## src/rtl/i2cwt_pkg.sv

```systemverilog
package i2cwt_pkg;
    localparam int BYTE_W = 8;
    localparam int WORD_W = 2 * BYTE_W;
    localparam int CNT_W  = $clog2(BYTE_W + 1);
    localparam logic [4:0] ADDR_HI = 5'b01100;

    typedef enum logic [2:0] {
        ST_IDLE,
        ST_ADDR,
        ST_ACK_ADDR,
        ST_CMD,
        ST_ACK_CMD,
        ST_DATA,
        ST_ACK_DATA,
        ST_IGNORE
    } wt_state_e;
endpackage

```

## src/rtl/i2cwt_sync.sv

```systemverilog
module i2cwt_sync #(
    parameter int WIDTH  = 2,
    parameter int STAGES = 2
) (
    input  logic             clk,
    input  logic             rst_n,
    input  logic [WIDTH-1:0] din,
    output logic [WIDTH-1:0] dout
);
    logic [WIDTH-1:0] chain [STAGES];

    generate
        for (genvar s = 0; s < STAGES; s++) begin : g_stage
            always_ff @(posedge clk or negedge rst_n) begin
                if (!rst_n) begin
                    chain[s] <= '1;
                end else if (s == 0) begin
                    chain[s] <= din;
                end else begin
                    chain[s] <= chain[(s == 0) ? 0 : s - 1];
                end
            end
        end
    endgenerate

    assign dout = chain[STAGES-1];
endmodule

```

## src/rtl/i2cwt_cond.sv

```systemverilog
module i2cwt_cond (
    input  logic clk,
    input  logic rst_n,
    input  logic scl_s,
    input  logic sda_s,
    output logic scl_rise,
    output logic scl_fall,
    output logic start_evt,
    output logic stop_evt
);
    logic scl_q, sda_q, start_hold;
    logic stop_raw;

    assign scl_rise  = scl_s & ~scl_q;
    assign scl_fall  = ~scl_s & scl_q;
    assign start_evt = scl_s & scl_q & sda_q & ~sda_s;
    assign stop_raw  = scl_s & scl_q & ~sda_q & sda_s;
    // a stop within the high period that carried the start is not honoured
    assign stop_evt  = stop_raw & ~start_hold;

    always_ff @(posedge clk or negedge rst_n) begin
        if (!rst_n) begin
            scl_q      <= 1'b1;
            sda_q      <= 1'b1;
            start_hold <= 1'b0;
        end else begin
            scl_q <= scl_s;
            sda_q <= sda_s;
            if (start_evt) begin
                start_hold <= 1'b1;
            end else if (scl_fall) begin
                start_hold <= 1'b0;
            end
        end
    end
endmodule

```

## src/rtl/i2c_wr_target.sv

```systemverilog
module i2c_wr_target
    import i2cwt_pkg::*;
(
    input  logic              clk,
    input  logic              rst_n,
    input  logic              scl_i,
    input  logic              sda_i,
    input  logic [1:0]        strap_a,
    output logic              sda_oe,
    output logic [WORD_W-1:0] cmd_word,
    output logic              cmd_valid
);
    localparam logic [CNT_W-1:0] CNT_FULL = CNT_W'(BYTE_W);
    localparam logic [CNT_W-1:0] CNT_LAST = CNT_W'(BYTE_W - 1);

    logic [1:0] sync_q;
    logic scl_s, sda_s;
    logic scl_rise_w, scl_fall_w, start_w, stop_ok_w;

    wt_state_e st, st_nxt;
    logic [BYTE_W-1:0] shreg;
    logic [BYTE_W-1:0] cmd_byte;
    logic [CNT_W-1:0]  bitcnt;
    logic byte_st, ack_st, byte_done;

    i2cwt_sync #(.WIDTH(2), .STAGES(2)) u_sync (
        .clk  (clk),
        .rst_n(rst_n),
        .din  ({scl_i, sda_i}),
        .dout (sync_q)
    );
    assign scl_s = sync_q[1];
    assign sda_s = sync_q[0];

    i2cwt_cond u_cond (
        .clk      (clk),
        .rst_n    (rst_n),
        .scl_s    (scl_s),
        .sda_s    (sda_s),
        .scl_rise (scl_rise_w),
        .scl_fall (scl_fall_w),
        .start_evt(start_w),
        .stop_evt (stop_ok_w)
    );

    assign byte_st   = (st == ST_ADDR) || (st == ST_CMD) || (st == ST_DATA);
    assign ack_st    = (st == ST_ACK_ADDR) || (st == ST_ACK_CMD) || (st == ST_ACK_DATA);
    assign byte_done = scl_fall_w && (bitcnt == CNT_FULL);

    // state register
    always_ff @(posedge clk or negedge rst_n) begin
        if (!rst_n) begin
            st <= ST_IDLE;
        end else begin
            st <= st_nxt;
        end
    end

    // next state
    always_comb begin
        st_nxt = st;
        if (start_w) begin
            st_nxt = ST_ADDR;
        end else if (stop_ok_w) begin
            st_nxt = ST_IDLE;
        end else begin
            unique case (st)
                ST_IDLE:     st_nxt = ST_IDLE;
                ST_IGNORE:   st_nxt = ST_IGNORE;
                ST_ADDR:
                    if (byte_done) begin
                        st_nxt = (shreg[BYTE_W-1:1] == {ADDR_HI, strap_a} && !shreg[0])
                                 ? ST_ACK_ADDR : ST_IGNORE;
                    end
                ST_CMD:      if (byte_done)  st_nxt = ST_ACK_CMD;
                ST_DATA:     if (byte_done)  st_nxt = ST_ACK_DATA;
                ST_ACK_ADDR: if (scl_fall_w) st_nxt = ST_CMD;
                ST_ACK_CMD:  if (scl_fall_w) st_nxt = ST_DATA;
                ST_ACK_DATA: if (scl_fall_w) st_nxt = ST_IGNORE;
            endcase
        end
    end

    // outputs and byte datapath
    always_ff @(posedge clk or negedge rst_n) begin
        if (!rst_n) begin
            shreg     <= '0;
            bitcnt    <= '0;
            cmd_byte  <= '0;
            cmd_word  <= '0;
            cmd_valid <= 1'b0;
            sda_oe    <= 1'b0;
        end else begin
            cmd_valid <= 1'b0;
            sda_oe    <= (st_nxt == ST_ACK_ADDR) || (st_nxt == ST_ACK_CMD) ||
                         (st_nxt == ST_ACK_DATA);
            if (start_w || (ack_st && scl_fall_w)) begin
                bitcnt <= '0;
            end else if (byte_st && scl_rise_w && bitcnt != CNT_FULL) begin
                shreg  <= {shreg[BYTE_W-2:0], sda_s};
                bitcnt <= bitcnt + 1'b1;
            end
            if (st == ST_CMD && byte_done && !start_w && !stop_ok_w) begin
                cmd_byte <= shreg;
            end
            if (st == ST_DATA && scl_rise_w && bitcnt == CNT_LAST) begin
                cmd_valid <= 1'b1;
                cmd_word  <= {cmd_byte, shreg[BYTE_W-2:0], sda_s};
            end
        end
    end
endmodule

```

## config.mk

```make
export PLATFORM = sky130hd
export DESIGN_NAME = i2c_wr_target
export DESIGN_NICKNAME = d
export VERILOG_FILES = /design/src/rtl/i2cwt_pkg.sv /design/src/rtl/i2cwt_sync.sv /design/src/rtl/i2cwt_cond.sv /design/src/rtl/i2c_wr_target.sv
export SDC_FILE = /design/constraint.sdc
export NUM_CORES = 1
export LEC_CHECK = 0
export BUFFER_PORTS_ARGS = -buffer_cell sky130_fd_sc_hd__clkbuf_2
export CAP_MARGIN = 20
export CORE_MARGIN = 4
export CORE_UTILIZATION = 40
export CTS_CLUSTER_DIAMETER = 80
export DETAILED_ROUTE_END_ITERATION = 7
export GPL_TIMING_DRIVEN = 0
export MAX_ROUTING_LAYER = met4
export PLACE_DENSITY = 0.68
export SLEW_MARGIN = 30
export SYNTH_ARGS = -nofsm -noshare
export SYNTH_HDL_FRONTEND = slang
export SYNTH_SLANG_ARGS = --single-unit
export TNS_END_PERCENT = 30
```

## constraint.sdc

```tcl
create_clock -name clk -period 1.68 [get_ports clk]
set_input_delay 0 -clock clk [delete_from_list [all_inputs] [get_ports clk]]
set_output_delay 0 -clock clk [all_outputs]
set_load 0.05 [all_outputs]
```

==> results.tsv, run 1 <==
metric	value	unit
global-route wire length before repair	6220	um
fin cells	242	
min cycle time layout	1.75	ns
Synth Instances	136	
Slew HR	0.585	
I/O Pins	24	
Max Cap Violations	0	
Yosys reg bits	48	
Routed Antenna Nets	0	
vias in the first global route	1285	
number of vias per cell	5.01	
area of the core	0.00479	sq mm
GPL Wtd Cong	0.782	
First-pass DRT Iterations	4	
Max Clock Skew	0.00941	ns
hpwl dp	2400	um
Setup CP Type	reg2reg	
worst vdd ir	0.631	mV
Worst setup startpoint	bitcnt[0]	
metal2 WL	1820	um
CTS H-tree depth	2	
ant diodes	0	
r2r startpoint	bitcnt[0]	
syn nets	144	
vias	1213	
pin count of the biggest net entering global routing	49	
crit-path max FO	5	
initial antenna violation count	0	
placed instance count	226	
CTS buffer count	5	
Clk Tree Root Cell	clkbuf_8	
violated checks	setup timing	
IO Port Bufs	23	
RSZ-0062 raised after global routing	yes	
PwrDens	1230	mW/mm^2
Area growth syn-to-layout	22.1	%
synthesized area	0.00199	sq mm
initial core utilization	0.416	
# nets final	182	
grt ovf	0	
CTS Sinks	48	
CTS max path bufs	2	
Clock transition at path regs	0.09	ns
Tcrit/Tclk final	1.04	
Fmax	572	MHz
Overall Power	0.00299	W
uppermost layer routed	met4	
Wirelength per Cell	14.8	um
DR iter-0 viols	51	
Finish-stage setup viols	8	
CP required	1.87	ns
worst hold path type	in2async	
drt total wl	3590	um
Startpoint Class	flip-flop	
CTS tree	built	
final worst slack	-0.0685	ns
Mean Syn Cell Area	14.6	sq um
height of the die	78.5	um
Yosys cell types	37	
endpoints failing hold	0	
GRT Util Overall	0.136	
Worst-Margin Slew	0.622	ns
hold slack	0.269	ns
FP Rows	25	
critical path capture point type	flip-flop	
met3 wire len	153	um
Total Die Area	0.00617	sq mm
Final Util	0.508	
share of layout cells above drive strength 1	0.503	
Slew Limit Fails	0	
Die W	78.5	um
flop2flop setup slack	-0.07	ns
# DRC	0	
Pleak	1.20	nW
sequential-to-total area share from yosys stat	0.607	
Met1 Routed Length	1530	um
CP Data Arrival Time	1.94	ns
Synth warnings	0	
worst skew pair latency	0.31	ns
status	complete, but fails checks	
## per-stage QoR
stage	setup WS, ns	TNS (ns)	area [sq um]
after floorplan	0.00726	0	1990
after global placement	-0.117	-1.82	2190
after detailed placement	-0.162	-3.29	2190
after CTS	-0.0771	-0.570	2400
after global routing	-0.129	-1.20	2430
final	-0.0685	-0.479	2430
## Yosys cell counts, drive strengths merged
cell type / number / share of area
dfrtp: 42 / 0.53
mux2: 33 / 0.20
dfstp: 6 / 0.079
nor2: 4 / 0.0075
a21oi: 3 / 0.0075
and3b: 3 / 0.013
buf: 3 / 0.011
inv: 3 / 0.0057
nand2: 3 / 0.0057
nor2b: 3 / 0.0094
nor3b: 3 / 0.011
and3: 2 / 0.0088
ha: 2 / 0.013
nand3: 2 / 0.0075
nor3: 2 / 0.0050
nor4bb: 2 / 0.010
o21ai: 2 / 0.0050
or2: 2 / 0.0063
xnor2: 2 / 0.0088
a211o: 1 / 0.0044
a211oi: 1 / 0.0038
a221oi: 1 / 0.0044
a22o: 1 / 0.0044
and2: 1 / 0.0031
and4: 1 / 0.0044
and4bb: 1 / 0.0063
nand2b: 1 / 0.0031
nand3b: 1 / 0.0038
nand4: 1 / 0.0031
nand4b: 1 / 0.0044
o21a: 1 / 0.0038
o31ai: 1 / 0.0038
or3: 1 / 0.0031
## logic make-up (layout without fill, tap and decap cells)
logic type	after synthesis	after routing	share of synthesized area
AOI/OAI and AO/OA	11	11	0.0371
and+or+nand+nor	34	34	0.116
adders and majority gates	2	2	0.0126
buffers and inverters	6	45	0.0163
DFF	48	48	0.607
muxes	33	33	0.202
xor gates and xnor gates	2	2	0.00880
## cells in the final DEF (no fill, tap or decap), types with 3 or more instances in the layout
| cell type | n |
|---|---|
| a21oi_1 | 3 |
| buf_4 | 5 |
| buf_6 | 3 |
| clkbuf_2 | 22 |
| clkbuf_8 | 6 |
| dfrtp_1 | 42 |
| dfstp_2 | 6 |
| dlygate4sd3_1 | 3 |
| inv_1 | 3 |
| mux2_2 | 25 |
| mux2_4 | 8 |
| nand2_1 | 3 |
| nor2_1 | 4 |
| nor3b_1 | 3 |
## power breakdown
group	leakage [nW]	switching [W]	internal [W]
Clock	0.0614	0.000391	0.000487
Sequential	0.626	0.000195	0.00134
Combinational	0.510	0.000260	0.000317
## area by class of cell
| class | instances | area (sq um) |
|---|---|---|
| fillers | 406 | 2350 |
| flip-flops and latches | 48 | 1210 |
| multi-input cells | 82 | 787 |
| repair buffers | 31 | 185 |
| well taps | 67 | 83.8 |
| clock buffers | 6 | 82.6 |
| clock inverters | 2 | 38.8 |
| plain buffers | 3 | 33.8 |
| inverters | 3 | 11.3 |
## what timing repair did
action | in CTS | in global routing
resized for setup | 8 | 5
gates cloned | 1 | 0
endpoints found under the setup margin | 30 | 32
hold endpoints to repair | 44 | 0
hold buffers | 3 | 0
buffers inserted | 3 | 1
## final timing paths
kind | end | depth (start not counted)
setup / recovery | cmd_byte[0] | 7
hold / removal | shreg[5] | 2
setup reg to reg | cmd_byte[0] | 7
hold reg to reg | u_sync.dout[1] | 0
max in group asynchronous | cmd_valid | 2
min in group clk | st[2] | 4
## sequential cells by signal, summed over array words and instances (netlist names)
name and count:
st 3, u_cond.sda_q 1, sda_oe 1, bitcnt 4, cmd_word 16, shreg 8, cmd_valid 1, u_sync.dout 2
u_cond.start_hold 1, u_cond.scl_q 1, u_sync.chain 2, cmd_byte 8
## per-layer routing
layer	global-route usage	vias to the layer above
met5	-	-
met4	0.0647	0
met3	0.0401	12
met2	0.224	26
met1	0.150	608
li1	-	567
## critical path, cell delays in order (launching register included)
cell	delay, ns
dfrtp_1	0.35
inv_1	0.04
ha_1	0.18
and3b_2	0.22
and3_4	0.17
and3b_2	0.22
buf_6	0.14
mux2_4	0.30
No activity file was read; power rests on OpenSTA's default activity.
==> run 2: changes to the inputs <==
--- a/config.mk
+++ b/config.mk
@@ -9,6 +9,7 @@
 export CAP_MARGIN = 20
 export CORE_MARGIN = 4
 export CORE_UTILIZATION = 40
+export CTS_BUF_LIST = sky130_fd_sc_hd__clkbuf_4
 export CTS_CLUSTER_DIAMETER = 80
 export DETAILED_ROUTE_END_ITERATION = 7
 export GPL_TIMING_DRIVEN = 0
==> results.tsv, run 2 (synthesized netlist as in run 1, its figures left out) <==
metric	value	unit
Startpoint Class	flip-flop	
hpwl dp	2400	um
critical path capture point type	flip-flop	
PwrDens	1160	mW/mm^2
number of vias per cell	5.07	
CTS Sinks	48	
area of the core	0.00479	sq mm
FF-to-FF path depth	7	
CTS tree	built	
DR iter-0 viols	46	
max reg flops	16	
status	complete, but fails checks	
final worst slack	-0.0780	ns
height of the die	78.5	um
Die W	78.5	um
Finish-stage setup viols	8	
worst vdd ir	0.569	mV
CP required	1.93	ns
CTS H-tree depth	2	
CTS max path bufs	2	
GRT Util Overall	0.133	
R2R Path End	cmd_byte[0]	
min cycle time layout	1.76	ns
Total Die Area	0.00617	sq mm
Area growth syn-to-layout	20.6	%
initial core utilization	0.416	
FP Rows	25	
violated checks	setup timing	
I/O Pins	24	
fillers	412	
drt total wl	3520	um
GPL Wtd Cong	0.782	
# DRC	0	
most frequent cells in the layout	dfrtp_1 (42), mux2_2 (25), clkbuf_2 (22)	
r2r startpoint	bitcnt[0]	
pin count of the biggest net entering global routing	49	
ant diodes	0	
initial antenna violation count	0	
Register Area	0.00121	sq mm
share of layout cells above drive strength 1	0.509	
CP Data Arrival Time	2.01	ns
commonest non-fill, non-tap cell in the layout	dfrtp_1	
Top reg by flops	cmd_word	
Clk Tree Root Cell	clkbuf_4	
Routed Antenna Nets	0	
CTS buffer count	5	
Slew HR	0.586	
Fmax	569	MHz
First-pass DRT Iterations	4	
Largest regs	cmd_word (16), cmd_byte (8), shreg (8)	
Max Cap Violations	0	
multi-input logic area	797	sq um
Pleak	1.18	nW
Setup CP Type	reg2reg	
vias	1226	
post-place setup slack	-0.162	ns
vias in the first global route	1289	
endpoints failing hold	0	
IO Port Bufs	23	
Max Clock Skew	0.0124	ns
Overall Power	0.00279	W
worst hold path type	in2async	
# nets final	182	
global-route wire length before repair	6190	um
flop2flop setup slack	-0.08	ns
crit-path max FO	5	
worst skew pair latency	0.37	ns
Tcrit/Tclk final	1.05	
Slew Limit Fails	0	
Wirelength per Cell	14.6	um
grt ovf	0	
Clock transition at path regs	0.14	ns
Worst-Margin Slew	0.621	ns
RSZ-0062 raised after global routing	yes	
==> run 2: cell count changes in the layout (fill, tap and decap cells not counted) <==
cell,before,now
clkbuf_4,1,6
clkbuf_8,6,0
clkinv_1,0,1
nor3b_1,3,1
nor3b_2,0,2
==> run 2: per-stage QoR <==
step                instances  TNS [ns]  utilization  hold WS [ns]  area, sq um
detailed placement        226     -3.29        0.458        0.0872         2190
global placement          226     -1.82        0.458        0.0875         2190
CTS                       241    -0.648        0.492         0.213         2360
global route              242     -1.34        0.501         0.239         2400
floorplan                 136         0            -        -0.296         1990
finish                    242    -0.537        0.501         0.197         2400
==> run 2: worst max path at each step <==
stage,startpoint,to,slack [ns]
6_report,bitcnt[0],cmd_byte[0],-0.08
5_1_grt,bitcnt[0],cmd_byte[0],-0.14
4_1_cts,bitcnt[0],cmd_byte[0],-0.09
3_5_place_dp,bitcnt[0],cmd_byte[0],-0.16
3_3_place_gp,bitcnt[0],cmd_byte[6],-0.12
2_1_floorplan,bitcnt[0],cmd_byte[0],0.007
==> run 2: report_power, final <==
part	total, W	leakage [nW]	internal, W	switching, W
combinational	0.000583	0.512	0.000321	0.000263
sequential	0.00153	0.626	0.00134	0.000196
clock	0.000677	0.0428	0.000311	0.000366
==> run 2: repair_timing <==
| item | in CTS | in global routing |
|---|---|---|
| resized for setup | 8 | 7 |
| gates cloned | 1 | 0 |
| hold endpoints to repair | 44 | 0 |
| buffers inserted | 3 | 1 |
| hold buffers | 3 | 0 |
| setup endpoints to repair | 30 | 32 |
==> run 2: per-layer routing <==
metal,GRT usage,vias to the layer above,share of wire
met5,-,-,0
met3,0.0367,5,0.053
met4,0.0542,0,0.016
met2,0.225,35,0.52
met1,0.148,619,0.41
li1,-,567,-
==> run 2: layout make-up <==
class                      instances  area share
timing repair buffer              31      0.0772
buffer                             3      0.0141
inverter                           3     0.00469
multi-input combinational         82       0.332
clock buffer                       5      0.0156
tap                               67      0.0349
clock inverter                     3      0.0177
sequential                        48       0.504
==> run 2: worst max-delay path, cell delays in order (launching register included) <==
cell	delay, ns
dfrtp_1	0.37
inv_1	0.04
ha_1	0.18
and3b_2	0.22
and3_4	0.17
and3b_2	0.22
buf_6	0.14
mux2_4	0.30
==> run 3: changes to the inputs <==
--- a/config.mk
+++ b/config.mk
@@ -14,7 +14,8 @@
 export DETAILED_ROUTE_END_ITERATION = 7
 export GPL_TIMING_DRIVEN = 0
 export MAX_ROUTING_LAYER = met4
-export PLACE_DENSITY = 0.68
+export PLACE_DENSITY_LB_ADDON = 0.1
+export REMOVE_ABC_BUFFERS = 1
 export SLEW_MARGIN = 30
 export SYNTH_ARGS = -nofsm -noshare
 export SYNTH_HDL_FRONTEND = slang
==> results.tsv, run 3 (synthesized netlist as in run 1, its figures left out) <==
metric	value	unit
ant diodes	0	
Startpoint Class	flip-flop	
CP max stage cell	dfrtp_1	
# DRC	0	
hpwl dp	2330	um
grt ovf	0	
CTS max path bufs	2	
RSZ-0062 raised after global routing	yes	
Combinational Power Share	0.213	
endpoints failing hold	0	
final worst slack	-0.0456	ns
GRT Util Overall	0.135	
status	complete, but fails checks	
Finish-stage setup viols	8	
worst vdd ir	0.482	mV
switching pwr	0.000807	W
Clock transition at path regs	0.13	ns
CTS buffer count	5	
internal power	0.00197	W
Seq pwr share	0.556	
Routed Antenna Nets	0	
Clk Tree Root Cell	clkbuf_4	
worst hold path type	in2reg	
CP Data Arrival Time	1.97	ns
crit-path max FO	5	
CP required	1.92	ns
Top reg by flops	cmd_word	
CTS tree	built	
most frequent cells in the layout	dfrtp_1 (42), mux2_2 (25), clkbuf_2 (22)	
Switching Share	0.291	
Fmax	580	MHz
height of the die	78.5	um
number of vias per cell	4.92	
area of the core	0.00479	sq mm
Pleak	1.18	nW
Slew HR	0.581	
FP Rows	25	
DR iter-0 viols	60	
I/O Pins	24	
min cycle time layout	1.73	ns
Slew Limit Fails	0	
commonest non-fill, non-tap cell in the layout	dfrtp_1	
First-pass DRT Iterations	4	
initial antenna violation count	0	
Area growth syn-to-layout	20.5	%
# nets final	184	
Total Neg Setup Slack	-0.349	ns
r2r startpoint	bitcnt[1]	
R2R Path End	cmd_byte[2]	
CP Cell Sequence	inv_2 > ha_4 > and3b_2 > and3_4 > and3b_4 > mux2_4	
clock share of power	0.231	
max reg flops	16	
share of layout cells above drive strength 1	0.520	
Crit. path cell count	6	
Worst-Margin Slew	0.629	ns
initial core utilization	0.416	
multi-input logic area	801	sq um
violated checks	setup timing	
Total Die Area	0.00617	sq mm
IO Port Bufs	23	
vias in the first global route	1313	
Max Cap Violations	0	
Tcrit/Tclk final	1.03	
Setup CP Type	reg2reg	
FF-to-FF path depth	6	
Die W	78.5	um
vias	1200	
drt total wl	3540	um
delay-heaviest family, CP	simple AND/OR/NAND/NOR gates	
pin count of the biggest net entering global routing	49	
fillers	427	
Min-Delay Startpoint	strap_a[1]	
slowest cell delay on critical path	0.42	ns
Wirelength per Cell	14.5	um
GPL Wtd Cong	0.842	
CTS H-tree depth	2	
flop2flop setup slack	-0.05	ns
hold slack	0.205	ns
critical path capture point type	flip-flop	
Worst setup startpoint	bitcnt[1]	
Max Clock Skew	0.00657	ns
CP Capture Point	cmd_byte[2]	
worst skew pair latency	0.35	ns
CTS Sinks	48	
global-route wire length before repair	6310	um
Largest regs	cmd_word (16), cmd_byte (8), shreg (8)	
PwrDens	1160	mW/mm^2
critical path buffer and inverter count	1	
Register Area	0.00121	sq mm
==> run 3: power groups by stage <==
stage	clock [W]	sequential, W	combinational, W
after floorplan	0	0.00154	0.000333
after global placement	0	0.00156	0.000452
after detailed placement	0	0.00158	0.000473
after CTS	0.000666	0.00154	0.000556
after global routing	0.000731	0.00159	0.000658
final	0.000641	0.00155	0.000591
==> run 3: worst min-delay path by stage <==
| stage | end | cells past startpoint |
|---|---|---|
| after global routing | st[2] | 4 |
| after detailed placement | cmd_word[10] | 1 |
| after global placement | u_sync.chain[3] | 1 |
| after CTS | st[2] | 4 |
| after floorplan | bitcnt[0] | 0 |
| final | st[2] | 4 |
==> run 3: repair_timing <==
| action | CTS | global route |
|---|---|---|
| pin swaps | 1 | 1 |
| hold endpoints to repair | 44 | 0 |
| buffers inserted | 7 | 2 |
| hold buffers | 3 | 0 |
| resized for setup | 6 | 8 |
| cloned | 1 | 0 |
| setup endpoints to repair | 37 | 21 |
==> run 3: layer usage <==
metal	part of all wire	vias up	routed length [um]	global-route usage
met5	0	-	0	-
met4	0.0085	0	30	0.0420
met3	0.035	5	125	0.0401
met2	0.50	17	1780	0.220
met1	0.45	609	1600	0.160
li1	-	569	-	-
==> run 3: worst register-to-register path: stages, from the launching register on <==
cell and delay, ns:
dfrtp_1 0.42, inv_2 0.08, ha_4 0.13, and3b_2 0.20
and3_4 0.21, and3b_4 0.28, mux2_4 0.31
==> run 3: layout make-up <==
type                            instances  area share
Sequential cell                        48       0.504
Clock inverter                          3      0.0156
Timing Repair Buffer                   35      0.0913
Multi-Input combinational cell         83       0.334
Inverter                                3     0.00469
Clock buffer                            5      0.0156
Tap cell                               67      0.0350
==> run 3: stage by stage <==
stage | setup slack [ns] | cell area [sq um] | instances | total power [W] | util
CTS | -0.0219 | 2350 | 242 | 0.00276 | 0.492
global route | -0.115 | 2400 | 244 | 0.00298 | 0.501
global placement | -0.460 | 2170 | 223 | 0.00201 | 0.453
finish | -0.0456 | 2400 | 244 | 0.00278 | 0.501
floorplan | -0.160 | 1970 | 133 | 0.00188 | -
detailed placement | -0.480 | 2170 | 223 | 0.00205 | 0.454
